==> src/rtl/temp_alert_cmp.sv <==
module temp_alert_cmp #(
  parameter int W     = 16,
  parameter int ZBITS = 4,
  parameter int CW    = 2
) (
  input  logic          clk,
  input  logic          rst_n,
  input  logic          smp_vld,
  input  logic [W-1:0]  smp_data,
  input  logic [W-1:0]  lim_hi,
  input  logic [W-1:0]  lim_lo,
  input  logic [CW-1:0] cfg_faults,
  input  logic          cfg_latch,
  input  logic          cfg_pol,
  input  logic          rd_stb,
  input  logic          sleep_stb,
  output logic          alert_o,
  output logic          alert_flag_o
);
  localparam logic [W-1:0] LIM_MASK = {{(W-ZBITS){1'b1}}, {ZBITS{1'b0}}};

  logic          active, hot, arm_low, latch_q;
  logic [CW-1:0] cnt;

  logic hi_f, lo_f, side_low, qual, hit, clr, mode_chg, take;

  assign hi_f     = $signed(smp_data) >= $signed(lim_hi & LIM_MASK);
  assign lo_f     = $signed(smp_data) <= $signed(lim_lo & LIM_MASK);
  assign side_low = cfg_latch ? arm_low : active;
  assign qual     = side_low ? lo_f : hi_f;
  assign hit      = qual && (cnt == cfg_faults);
  assign clr      = cfg_latch && active && (rd_stb || sleep_stb);
  assign mode_chg = cfg_latch != latch_q;
  assign take     = smp_vld && !(cfg_latch && active);

  always_ff @(posedge clk or negedge rst_n) begin
    if (!rst_n) begin
      active  <= 1'b0;
      hot     <= 1'b0;
      arm_low <= 1'b0;
      cnt     <= '0;
      latch_q <= 1'b0;
    end else begin
      latch_q <= cfg_latch;
      if (mode_chg) begin
        active  <= 1'b0;
        hot     <= 1'b0;
        arm_low <= 1'b0;
        cnt     <= '0;
      end else if (clr) begin
        active  <= 1'b0;
        arm_low <= ~arm_low;
        cnt     <= '0;
      end else if (take) begin
        if (hit) begin
          cnt <= '0;
          if (cfg_latch) begin
            active <= 1'b1;
            hot    <= ~arm_low;
          end else begin
            active <= ~active;
            hot    <= ~active;
          end
        end else if (qual) begin
          cnt <= cnt + 1'b1;
        end else begin
          cnt <= '0;
        end
      end
    end
  end

  assign alert_o      = cfg_pol ? active : ~active;
  assign alert_flag_o = cfg_pol ? hot : ~hot;
endmodule

==> config.mk <==
export PLATFORM = sky130hd
export DESIGN_NAME = temp_alert_cmp
export DESIGN_NICKNAME = d
export VERILOG_FILES = /design/src/rtl/temp_alert_cmp.sv
export SDC_FILE = /design/constraint.sdc
export NUM_CORES = 1
export LEC_CHECK = 0
export BUFFER_PORTS_ARGS = -buffer_cell sky130_fd_sc_hd__buf_2
export CORE_MARGIN = 2
export CORE_UTILIZATION = 42
export CTS_BUF_LIST = sky130_fd_sc_hd__clkbuf_8
export CTS_CLUSTER_DIAMETER = 30
export CTS_CLUSTER_SIZE = 24
export DETAILED_ROUTE_END_ITERATION = 10
export GPL_TIMING_DRIVEN = 0
export PLACE_DENSITY = 0.85
export SLEW_MARGIN = 0
export SYNTH_ARGS = -nofsm -noshare
export SYNTH_HDL_FRONTEND = slang
export SYNTH_SLANG_ARGS = --single-unit
export TNS_END_PERCENT = 20
==> constraint.sdc <==
create_clock -name clk -period 3.75 [get_ports clk]
set_input_delay 0.5625 -clock clk [delete_from_list [all_inputs] [get_ports clk]]
set_output_delay 0.5625 -clock clk [all_outputs]
set_load 0.02 [all_outputs]
==> metrics.log, run 1 <==
[metrics] outcome: finished, final reports clean
[metrics] share of total power consumed by net switching: 32.8%
[metrics] Max-Cap Viols: 0
[metrics] fraction of layout cells with a size suffix above 1: 32.6%
[metrics] post-detailed-placement half-perimeter wirelength: 2150 microns
[metrics] multiplexer share of the synthesized area: 1.96%
[metrics] xor/xnor share of the synthesized area: 3.44%
[metrics] count of buffers from port buffering: 50
[metrics] FP Rows: 17
[metrics] cells resized by post-CTS repair: 0
[metrics] first-pass iteration count of the detailed router: 5
[metrics] average vias per placed instance: 5.26
[metrics] Final Total Pwr: 0.307 mW
[metrics] clock tree sinks: 6
[metrics] post-CTS setup buffer count: 0
[metrics] final routed DRC violation total: 0
[metrics] post-route setup slack: 1480 ps
[metrics] Die Span X: 53.3 microns
[metrics] Core Box Area: 0.00225 sq mm
[metrics] average cell area after synthesis: 8.16 sq um
[metrics] Max-slew headroom: 77.7%
[metrics] Routed Wire Length: 2360 microns
[metrics] count of nets left with antenna violations after detail routing: 0
[metrics] post-synthesis adder-cell area fraction: 29.4%
[metrics] vias: 1084
[metrics] portion of the clock cycle consumed by the worst path in the final layout: 60.6%
[metrics] unique cell type count in the Yosys netlist: 30
[metrics] number of instances in the synthesized netlist: 125
[metrics] Post-Synth Simple-Gate Area: 20.0%
[metrics] initial antenna violation count: 0
[metrics] post-route minimum period: 2270 ps
[metrics] final-layout setup total negative slack: 0 ps
[metrics] Final Hold Viols: 0
[metrics] clk_lat worst skew: 220 ps
[metrics] critical path capture point type: register
[metrics] Post-Synthesis Net Count: 206
[metrics] clock tree from TritonCTS: built
[metrics] top-level port count: 59
[metrics] number of inserted diodes: 0
[metrics] vertical die dimension: 53.3 microns
[metrics] total die area: 0.00284 sq mm
[metrics] initial core utilization: 45.2%
[metrics] Clock Root Buffer: sky130_fd_sc_hd__clkbuf_8
[metrics] cell leakage power: 0.781 nW
[metrics] compound-cell area share of the yosys netlist: 21.2%
[metrics] area of the multi-input gates: 776 sq um
[metrics] largest buffer count on any clock path: 2
[metrics] cell area after technology mapping: 0.00102 sq mm
[metrics] average routed wire per standard cell: 11.5 microns
[metrics] largest clock skew in the final design: 2.42 ps
[metrics] number of global-route vias before repair: 1032
[metrics] worst endpoint data arrival time: 2380 ps
[metrics] combinational share of power: 42.6%
[metrics] post-synthesis sequential element count: 6
[metrics] largest net degree at the start of global routing: 8
[metrics] post-layout net count: 261
[metrics] worst min-delay path class: in2async
[metrics] Peak supply drop: 0.200 mV
[metrics] net switching power figure: 0.101 mW
[metrics] clock network fraction of total power: 31.8%
[metrics] kind of critical path: in2reg
[metrics] max-slew violation count: 0
[metrics] share of synthesized area occupied by flip-flops and latches: 14.7%
[metrics] combinational family with the most area after synthesis: adder cells
[metrics] CTS Buf Count: 3
[metrics] nature of the critical path startpoint: input pin
[metrics] worst slack, placed: 1240 ps
[metrics] highest clock rate: 0.440 GHz
[metrics] Worst Tran Pin Value: 332 ps
[metrics] start point of the critical path: smp_data[5]
[metrics] Pint: 0.206 mW
[metrics] total number of yosys warnings: 0
[metrics] Clk pin slew, worst setup/hold paths: 40 ps
[metrics] total of fill cells in the finished design: 216
[metrics] Critical Path RT: 3850 ps
[metrics] H-tree level count: 1
[metrics] worst r2r src: active
[metrics] CTS hold repair buffers: 0
[metrics] GRT overflow: 0
[metrics] flip-flop and latch area: 150 sq um
[metrics] setup repair after global routing missed its margin: no
[metrics] critical path fanouts, max: 2
[metrics] Routability Congestion: 0.848
[metrics] overall fraction of global-route tracks in use: 17.2%
[metrics] final setup violating endpoints: 0
[metrics] first-pass GRT wire length: 3660 microns
[metrics] proportion of power drawn by flip-flops and latches: 25.6%
[metrics] starting DRC count in detailed routing: 9
[metrics] power density relative to cell area: 228 mW/mm^2
[metrics] relative area change from synthesis to final layout: 32.0%
-- cells in the final DEF (no fill, tap or decap), drive strengths merged, types with 2 or more instances in the layout --
cell type  instances
a211oi             2
a21o               6
a21oi              8
a221o              2
and2               2
buf               50
clkbuf             3
dfrtp              6
ha                24
inv               25
mux2i              2
nand2              9
nand2b             2
nand3              3
nand3b             2
nand4              6
nor2               2
nor2b              2
nor4               2
o211ai             3
o21ai              2
o31ai              2
or2                3
xnor2              4
-- logic make-up after synthesis --
group,after synthesis
flip-flops,6
adder cells (fa/ha/maj),24
XOR/XNOR,4
buffers and inverters,25
AND/OR/NAND/NOR,35
multiplexers,2
AO/OA/AOI/OAI,29
-- power groups by stage --
stage / clock, mW / sequential (mW) / combinational [mW]
6_report: 0.0977 / 0.0785 / 0.131
2_1_floorplan: 0 / 0.0773 / 0.0826
3_3_place_gp: 0 / 0.0786 / 0.125
5_1_grt: 0.103 / 0.0795 / 0.149
4_1_cts: 0.102 / 0.0784 / 0.132
3_5_place_dp: 0 / 0.0793 / 0.132
-- area by class of cell --
| type | instances | share of cell area, % |
|---|---|---|
| Clock buffer | 3 | 3.07 |
| Inverter | 25 | 6.97 |
| Multi-Input combinational cell | 94 | 57.6 |
| Sequential cell | 6 | 11.2 |
| Tap cell | 28 | 2.60 |
| Timing Repair Buffer | 50 | 18.6 |
-- critical path: stages --
cell and delay, ps:
sky130_fd_sc_hd__buf_2 110, sky130_fd_sc_hd__ha_1 300, sky130_fd_sc_hd__nor2b_1 130, sky130_fd_sc_hd__o211ai_1 230
sky130_fd_sc_hd__a21oi_1 100, sky130_fd_sc_hd__o41a_2 460, sky130_fd_sc_hd__o211ai_2 210, sky130_fd_sc_hd__mux2i_1 210
sky130_fd_sc_hd__a21oi_1 60
-- routing by layer --
layer / track usage (%) / wire length [microns] / vias up
met5: 0 / 0 / -
met4: 8.97 / 24 / 0
met3: 1.98 / 152 / 4
met2: 34.4 / 1250 / 36
met1: 16.8 / 934 / 491
li1: - / - / 553
-- synthesized netlist by cell type --
| cell type | n | area (sq um) |
|---|---|---|
| sky130_fd_sc_hd__inv_1 | 25 | 93.8 |
| sky130_fd_sc_hd__ha_1 | 24 | 300 |
| sky130_fd_sc_hd__nand2_1 | 9 | 33.8 |
| sky130_fd_sc_hd__a21oi_1 | 8 | 40.0 |
| sky130_fd_sc_hd__a21o_1 | 6 | 45.0 |
| sky130_fd_sc_hd__dfrtp_1 | 6 | 150 |
| sky130_fd_sc_hd__nand4_1 | 6 | 37.5 |
| sky130_fd_sc_hd__xnor2_1 | 4 | 35.0 |
| sky130_fd_sc_hd__nand3_1 | 3 | 15.0 |
| sky130_fd_sc_hd__or2_1 | 3 | 18.8 |
| sky130_fd_sc_hd__a211oi_1 | 2 | 15.0 |
| sky130_fd_sc_hd__a221o_1 | 2 | 20.0 |
| sky130_fd_sc_hd__and2_1 | 2 | 12.5 |
| sky130_fd_sc_hd__mux2i_1 | 2 | 20.0 |
| sky130_fd_sc_hd__nand2b_1 | 2 | 12.5 |
| sky130_fd_sc_hd__nand3b_1 | 2 | 15.0 |
| sky130_fd_sc_hd__nor2_1 | 2 | 7.51 |
| sky130_fd_sc_hd__nor2b_1 | 2 | 12.5 |
| sky130_fd_sc_hd__o211ai_1 | 2 | 15.0 |
| sky130_fd_sc_hd__o21ai_1 | 2 | 10.0 |
| sky130_fd_sc_hd__o31ai_1 | 2 | 15.0 |
| sky130_fd_sc_hd__a21boi_1 | 1 | 7.51 |
| sky130_fd_sc_hd__a22oi_1 | 1 | 7.51 |
| sky130_fd_sc_hd__nor4_1 | 1 | 6.26 |
| sky130_fd_sc_hd__nor4_2 | 1 | 12.5 |
| sky130_fd_sc_hd__o211ai_2 | 1 | 12.5 |
| sky130_fd_sc_hd__o311ai_2 | 1 | 16.3 |
| sky130_fd_sc_hd__o41a_2 | 1 | 12.5 |
| sky130_fd_sc_hd__or3b_1 | 1 | 8.76 |
| sky130_fd_sc_hd__or4_4 | 1 | 11.3 |
-- state kept, by name (all words and copies together), names as in the netlist --
name,flops
active,1
arm_low,1
cnt,2
hot,1
latch_q,1
-- per-stage QoR --
step | utilization (%) | instances | hold slack [ps] | area (sq um)
floorplan | - | 125 | 267 | 1020
global placement | 57.9 | 203 | 391 | 1310
detailed placement | 57.9 | 203 | 400 | 1310
CTS | 59.7 | 206 | 159 | 1350
global route | 59.7 | 206 | 171 | 1350
finish | 59.7 | 206 | 164 | 1350
-- path summary, 6_finish.rpt --
path	end	slack, ps	depth (start not counted)
setup / recovery	active	1480	9
hold / removal	cnt[1]	160	1
setup reg to reg	cnt[1]	2100	7
hold reg to reg	arm_low	510	1
max in group asynchronous	arm_low	3430	1
min in group clk	arm_low	510	1
(Power assumes the default switching activity.)
==> run 2: changes to the inputs <==
--- a/config.mk
+++ b/config.mk
@@ -5,6 +5,7 @@
 export SDC_FILE = /design/constraint.sdc
 export NUM_CORES = 1
 export LEC_CHECK = 0
+export ABC_AREA = 1
 export BUFFER_PORTS_ARGS = -buffer_cell sky130_fd_sc_hd__buf_2
 export CORE_MARGIN = 2
 export CORE_UTILIZATION = 42
@@ -13,7 +14,7 @@
 export CTS_CLUSTER_SIZE = 24
 export DETAILED_ROUTE_END_ITERATION = 10
 export GPL_TIMING_DRIVEN = 0
-export PLACE_DENSITY = 0.85
+export PLACE_DENSITY = 0.83
 export SLEW_MARGIN = 0
 export SYNTH_ARGS = -nofsm -noshare
 export SYNTH_HDL_FRONTEND = slang
==> constraint.sdc (replaced) <==
create_clock -name clk -period 2.16 [get_ports clk]
set_input_delay 0.324 -clock clk [delete_from_list [all_inputs] [get_ports clk]]
set_output_delay 0.324 -clock clk [all_outputs]
set_load 0.02 [all_outputs]
==> run 2 against run 1 <==
Register-to-register slack worse by 1400 ps. Via count is 7.0% higher. Non-clock buffer count grew 1. Clock power rose by 69%. Clock skew barely moved. Combinational power rose by 110%. Die area up 10%. Total power up 91%. First-iteration DRC count increased by 67%. Largest cell class unchanged.
==> metrics.log, run 2 <==
[metrics] initial antenna violation count: 0
[metrics] EDFF count, synth: 0
[metrics] Clock Root Buffer: sky130_fd_sc_hd__clkbuf_8
[metrics] cell area after technology mapping: 0.00113 sq mm
[metrics] largest buffer count on any clock path: 2
[metrics] count of cells along the worst register-to-register path: 10
[metrics] area of the multi-input gates: 798 sq um
[metrics] post-detailed-placement half-perimeter wirelength: 2060 microns
[metrics] CTS Buf Count: 3
[metrics] nature of the critical path startpoint: input pin
[metrics] outcome: finished, final reports clean
[metrics] cell leakage power: 0.962 nW
[metrics] number of inserted diodes: 0
[metrics] total number of yosys warnings: 0
[metrics] cell type with the largest total area after synthesis: sky130_fd_sc_hd__ha_1
[metrics] post-synthesis sequential element count: 6
[metrics] Crit-path slowest cell: sky130_fd_sc_hd__ha_1
[metrics] number of instances in the synthesized netlist: 179
[metrics] most repeated library cell on the critical path: sky130_fd_sc_hd__nand2_1
[metrics] relative area change from synthesis to final layout: 29.9%
[metrics] compound-cell area share of the yosys netlist: 7.40%
[metrics] average vias per placed instance: 4.41
[metrics] post-route minimum period: 1530 ps
[metrics] beginning of the worst hold path: cfg_latch
[metrics] first-pass iteration count of the detailed router: 4
[metrics] flip-flop and latch area: 150 sq um
[metrics] worst endpoint data arrival time: 1680 ps
[metrics] multiplexer share of the synthesized area: 0%
[metrics] Core Box Area: 0.00252 sq mm
[metrics] clock tree from TritonCTS: built
[metrics] Peak supply drop: 0.425 mV
[metrics] final-layout setup total negative slack: 0 ps
[metrics] average cell area after synthesis: 6.33 sq um
[metrics] dominant synthesized flop cell: sky130_fd_sc_hd__dfrtp_1
[metrics] vertical die dimension: 55.9 microns
[metrics] register name with the most flops: cnt
[metrics] FP Rows: 18
[metrics] post-layout net count: 316
[metrics] delay of the slowest cell on the worst path: 320 ps
[metrics] critical path fanouts, max: 4
[metrics] Global Route met2 Usage: 29.3%
[metrics] top-level port count: 59
[metrics] global-route met3 utilization: 3.49%
[metrics] post-layout instance count excluding filler cells: 263
[metrics] Endpoint, Worst Hold: latch_q
[metrics] Clk pin slew, worst setup/hold paths: 40 ps
[metrics] Final Hold Viols: 0
[metrics] vias: 1160
[metrics] critical path capture point type: register
[metrics] overall fraction of global-route tracks in use: 16.1%
[metrics] post-synthesis adder-cell area fraction: 26.5%
[metrics] Area contributors post-synth: sky130_fd_sc_hd__ha_1, sky130_fd_sc_hd__inv_1, sky130_fd_sc_hd__nand2_1, sky130_fd_sc_hd__dfrtp_1, sky130_fd_sc_hd__nor2_1
[metrics] instance count after placement with tap cells included: 259
[metrics] commonest cells in the netlist: sky130_fd_sc_hd__inv_1, sky130_fd_sc_hd__nand2_1, sky130_fd_sc_hd__ha_1
[metrics] average routed wire per standard cell: 8.47 microns
[metrics] clk_lat worst skew: 220 ps
[metrics] setup repair after global routing missed its margin: no
[metrics] most common cell after layout, fill and taps aside: sky130_fd_sc_hd__buf_2
[metrics] max FFs per register: 2
[metrics] largest net degree at the start of global routing: 7
[metrics] clock tree sinks: 6
[metrics] power density relative to cell area: 399 mW/mm^2
[metrics] commonest cells after routing, fill and taps aside: sky130_fd_sc_hd__buf_2, sky130_fd_sc_hd__inv_1, sky130_fd_sc_hd__nand2_1
[metrics] final setup violating endpoints: 0
[metrics] starting DRC count in detailed routing: 15
[metrics] kind of critical path: in2reg
[metrics] max-slew violation count: 0
[metrics] cells resized by post-CTS repair: 0
[metrics] Routed Wire Length: 2230 microns
[metrics] FF-to-FF setup slack: 710 ps
[metrics] highest clock rate: 0.653 GHz
[metrics] Max-Cap Viols: 0
[metrics] count of nets left with antenna violations after detail routing: 0
[metrics] highest-utilization routing layer at the global route stage: met2
[metrics] Post-Synth Simple-Gate Area: 32.7%
[metrics] initial core utilization: 44.9%
[metrics] FFs w/ async S/R, synth: 100%
[metrics] Worst Hold Path Cells: 1
[metrics] Die Span X: 55.9 microns
[metrics] count leader, synth: sky130_fd_sc_hd__inv_1
[metrics] count of buffers from port buffering: 50
[metrics] H-tree level count: 1
[metrics] area share of the largest cell type after synthesis: 26.5%
[metrics] xor/xnor share of the synthesized area: 3.87%
[metrics] post-CTS setup buffer count: 0
[metrics] final routed DRC violation total: 0
[metrics] total die area: 0.00313 sq mm
[metrics] Max-slew headroom: 77.0%
[metrics] worst min-delay path class: in2reg
[metrics] total of fill cells in the finished design: 246
[metrics] largest clock skew in the final design: 2.90 ps
[metrics] Worst Tran Pin Value: 343 ps
[metrics] Final Total Pwr: 0.587 mW
[metrics] Routability Congestion: 0.762
[metrics] portion of the clock cycle consumed by the worst path in the final layout: 70.9%
[metrics] fraction of layout cells with a size suffix above 1: 28.8%
[metrics] CP cell instances: buf_2 > ha_1 > nand2_1 > nor2_2 > and2_4 > nand2_2 > nand3_2 > nand2_1 > nand3_2 > nand3_2 > nand2_1 > nand2_1 > nor2_1
[metrics] Crit Reg-Reg Endpoint: active
[metrics] unique cell type count in the Yosys netlist: 22
[metrics] GR Util met1: 19.6%
[metrics] GRT overflow: 0
[metrics] number of global-route vias before repair: 1140
[metrics] worst r2r src: active
[metrics] Post-Synthesis Net Count: 260
[metrics] first-pass GRT wire length: 4220 microns
[metrics] combinational family with the most area after synthesis: simple AND/OR/NAND/NOR gates
[metrics] Critical Path RT: 2310 ps
[metrics] share of synthesized area occupied by flip-flops and latches: 13.3%
run 2: cell count changes in the layout (fill, tap and decap cells not counted), sizes merged, moves of 3 or more:
| cell | delta |
|---|---|
| a21o | -4 |
| o211ai | -3 |
| or2 | -3 |
| nand2 | +37 |
| nor2 | +15 |
| inv | +24 |
| nand3 | +5 |
run 2: metal layers:
layer,vias to the layer above,wire (microns)
li1,658,-
met1,471,1030
met2,31,1080
met3,0,125
met4,0,0
met5,-,0
run 2: where the power goes:
group	internal, mW	switching, mW	total (mW)	leakage (nW)
Sequential	0.130	0.0131	0.143	0.0789
Combinational	0.125	0.155	0.279	0.861
Clock	0.119	0.0452	0.165	0.0216
run 2: what timing repair did:
action / CTS / global route
hold buffers: 1 / 0
endpoints found under the setup margin: 0 / 0
endpoints found under the hold margin: 6 / 0
run 2: how the worst max path moves through the flow:
stage | cells after the start | endpoint | from | slack (ps)
after floorplan | 12 | active | lim_hi[15] | 630
after global placement | 13 | active | smp_data[15] | 430
after detailed placement | 13 | active | smp_data[15] | 400
after CTS | 13 | active | smp_data[15] | 620
after global routing | 14 | active | smp_data[15] | 420
final | 13 | active | smp_data[15] | 630
run 2: cell type report:
class                   count  share of cell area (%)
multi-input cells         124                    54.3
repair buffers             51                    17.7
inverters                  49                    12.5
flip-flops and latches      6                    10.2
clock buffers               3                    2.81
well taps                  30                    2.55
run 2: cells by family (layout without fill, tap and decap cells):
logic type / Yosys count / in the layout
DFF: 6 / 6
xor gates and xnor gates: 5 / 5
adders and majority gates: 24 / 24
AOI/OAI and AO/OA: 15 / 15
and+or+nand+nor: 80 / 80
buffers and inverters: 49 / 103
run 2: critical path, delay by kind of cell:
| family | cells | cell delay, ps |
|---|---|---|
| AND/OR/NAND/NOR | 11 | 920 |
| buffers and inverters | 1 | 110 |
| adder cells (fa/ha/maj) | 1 | 320 |
run 2: through the flow:
step	hold slack, ps	area, sq um	worst slack [ps]	utilization, %
4_1_cts	268	1470	623	58.3
3_5_place_dp	155	1420	396	56.3
5_1_grt	275	1470	417	58.3
2_1_floorplan	28.4	1130	628	-
6_report	273	1470	628	58.3
3_3_place_gp	152	1420	430	56.3
==> run 3: changes to the inputs <==
--- a/config.mk
+++ b/config.mk
@@ -5,16 +5,16 @@
 export SDC_FILE = /design/constraint.sdc
 export NUM_CORES = 1
 export LEC_CHECK = 0
-export ABC_AREA = 1
+export ABC_AREA = 0
 export BUFFER_PORTS_ARGS = -buffer_cell sky130_fd_sc_hd__buf_2
 export CORE_MARGIN = 2
-export CORE_UTILIZATION = 42
+export CORE_UTILIZATION = 41
 export CTS_BUF_LIST = sky130_fd_sc_hd__clkbuf_8
 export CTS_CLUSTER_DIAMETER = 30
 export CTS_CLUSTER_SIZE = 24
 export DETAILED_ROUTE_END_ITERATION = 10
 export GPL_TIMING_DRIVEN = 0
-export PLACE_DENSITY = 0.83
+export PLACE_DENSITY = 0.87
 export SLEW_MARGIN = 0
 export SYNTH_ARGS = -nofsm -noshare
 export SYNTH_HDL_FRONTEND = slang
==> constraint.sdc (replaced) <==
create_clock -name clk -period 1.3 [get_ports clk]
set_input_delay 0.195 -clock clk [delete_from_list [all_inputs] [get_ports clk]]
set_output_delay 0.195 -clock clk [all_outputs]
set_load 0.02 [all_outputs]
==> run 3 against run 2 <==
The run now ends with negative setup slack left. Worst hold slack lost 96 ps. Sequential cell count unchanged. Count of clock-buffer cells in the layout is the same. Combinational power up 83%. Final area is 14% higher. Largest cell class unchanged. Largest power group unchanged. Highest routed layer is now met4.
==> metrics.log, run 3 (synthesis results as in run 1) <==
[metrics] outcome: finished, violations left
[metrics] violations in the final reports: negative setup slack
[metrics] count of buffers from port buffering: 50
[metrics] post-layout net count: 265
[metrics] number of global-route vias before repair: 1183
[metrics] Routed Wire Length: 2940 microns
[metrics] final routed DRC violation total: 0
[metrics] count of nets left with antenna violations after detail routing: 0
[metrics] nature of the critical path startpoint: input pin
[metrics] total die area: 0.00290 sq mm
[metrics] CP cell instances: buf_4 > inv_8 > ha_4 > nor2b_1 > o211ai_1 > a21oi_1 > o41a_2 > o211ai_2 > mux2i_1 > a21oi_1
[metrics] Core Box Area: 0.00241 sq mm
[metrics] Crit-path slowest cell: sky130_fd_sc_hd__o41a_2
[metrics] delay of the slowest cell on the worst path: 400 ps
[metrics] kind of critical path: in2reg
[metrics] instance count after placement with tap cells included: 205
[metrics] Die Span X: 53.9 microns
[metrics] Final Total Pwr: 1.00 mW
[metrics] Worst Tran Pin Value: 390 ps
[metrics] highest clock rate: 0.559 GHz
[metrics] final setup violating endpoints: 4
[metrics] H-tree level count: 1
[metrics] Critical Path RT: 1400 ps
[metrics] portion of the clock cycle consumed by the worst path in the final layout: 138%
[metrics] register name with the most flops: cnt
[metrics] post-layout instance count excluding filler cells: 212
[metrics] clk_lat worst skew: 220 ps
[metrics] fraction of layout cells with a size suffix above 1: 48.4%
[metrics] Final Hold Viols: 0
[metrics] GRT overflow: 0
[metrics] FP Rows: 18
[metrics] clock tree sinks: 6
[metrics] clock tree from TritonCTS: built
[metrics] vias: 1147
[metrics] starting DRC count in detailed routing: 11
[metrics] average routed wire per standard cell: 13.9 microns
[metrics] post-route setup slack: -490 ps
[metrics] setup repair after global routing missed its margin: yes
[metrics] overall fraction of global-route tracks in use: 21.4%
[metrics] Max-Cap Viols: 0
[metrics] vertical die dimension: 53.9 microns
[metrics] worst path buffer plus inverter count: 2
[metrics] Routability Congestion: 0.790
[metrics] beginning of the worst hold path: cfg_latch
[metrics] max FFs per register: 2
[metrics] critical path fanouts, max: 2
[metrics] Max-slew headroom: 73.8%
[metrics] first-pass iteration count of the detailed router: 6
[metrics] initial antenna violation count: 0
[metrics] worst r2r src: active
[metrics] cell leakage power: 0.823 nW
[metrics] CTS Buf Count: 3
[metrics] CP delay by family, top: compound AO/OA/AOI/OAI gates
[metrics] average vias per placed instance: 5.41
[metrics] commonest cells after routing, fill and taps aside: sky130_fd_sc_hd__buf_2, sky130_fd_sc_hd__inv_1, sky130_fd_sc_hd__ha_4
[metrics] largest net degree at the start of global routing: 8
[metrics] Clk pin slew, worst setup/hold paths: 30 ps
[metrics] total of fill cells in the finished design: 187
[metrics] first-pass GRT wire length: 4620 microns
[metrics] Peak supply drop: 0.668 mV
[metrics] worst min-delay path class: in2reg
[metrics] most repeated library cell on the critical path: sky130_fd_sc_hd__a21oi_1
[metrics] most common cell after layout, fill and taps aside: sky130_fd_sc_hd__buf_2
[metrics] worst endpoint data arrival time: 1890 ps
[metrics] largest clock skew in the final design: 0.132 ps
[metrics] relative area change from synthesis to final layout: 64.9%
[metrics] top-level port count: 59
[metrics] initial core utilization: 42.3%
[metrics] critical path capture point type: register
[metrics] largest buffer count on any clock path: 2
[metrics] power density relative to cell area: 597 mW/mm^2
[metrics] max-slew violation count: 0
[metrics] start point of the critical path: lim_hi[5]
[metrics] final-layout setup total negative slack: -1780 ps
[metrics] post-detailed-placement half-perimeter wirelength: 2360 microns
[metrics] number of inserted diodes: 0
[metrics] post-route minimum period: 1790 ps
[metrics] Clock Root Buffer: sky130_fd_sc_hd__clkbuf_8
==> run 3: final cells by class <==
class | instances | area, sq um | share of cell area (%)
timing repair buffer | 54 | 348 | 20.7
multi-input combinational | 94 | 973 | 57.9
tap | 30 | 37.5 | 2.23
sequential | 6 | 150 | 8.93
inverter | 25 | 131 | 7.81
clock buffer | 3 | 41.3 | 2.46
==> run 3: metrics by stage <==
step | hold slack [ps] | util [%] | worst slack (ps) | instance area [sq um]
final | 177 | 69.8 | -490 | 1680
after global routing | 166 | 69.8 | -560 | 1680
after CTS | 154 | 67.7 | -493 | 1630
after detailed placement | 20.0 | 60.5 | -796 | 1460
after global placement | 15.6 | 60.5 | -766 | 1460
after floorplan | -101 | - | -478 | 1170
==> run 3: path summary, 6_finish.rpt <==
path	endpoint	slack, ps	cells past startpoint
max	active	-490	10
min	latch_q	180	1
max reg2reg	cnt[1]	-360	7
min reg2reg	arm_low	510	1
max in group asynchronous	cnt[0]	820	2
min in group asynchronous	hot	340	2
==> run 3: per-layer routing <==
metal | up-vias | global-route usage, % | part of all wire, %
met3 | 6 | 1.39 | 3.9
met1 | 543 | 22.2 | 38
li1 | 564 | - | -
met4 | 0 | 7.69 | 1.1
met2 | 34 | 43.9 | 57
met5 | - | 0 | 0
==> run 3: power breakdown <==
| group | internal (mW) | switching [mW] |
|---|---|---|
| sequential | 0.206 | 0.0210 |
| clock | 0.198 | 0.0696 |
| combinational | 0.264 | 0.246 |
| total | 0.667 | 0.337 |
==> run 3: repair_timing <==
item                       CTS  global route
resized for setup           18            10
pin swaps                    7             2
setup endpoints to repair    4             4
hold endpoints to repair     6             0
hold buffers                 1             0
setup buffers                3             0
==> run 3: worst register-to-register path: cells and delay by family (launching register included) <==
| kind | cells | cell delay [ps] |
|---|---|---|
| compound gates | 3 | 410 |
| flops | 1 | 420 |
| simple gates | 4 | 780 |
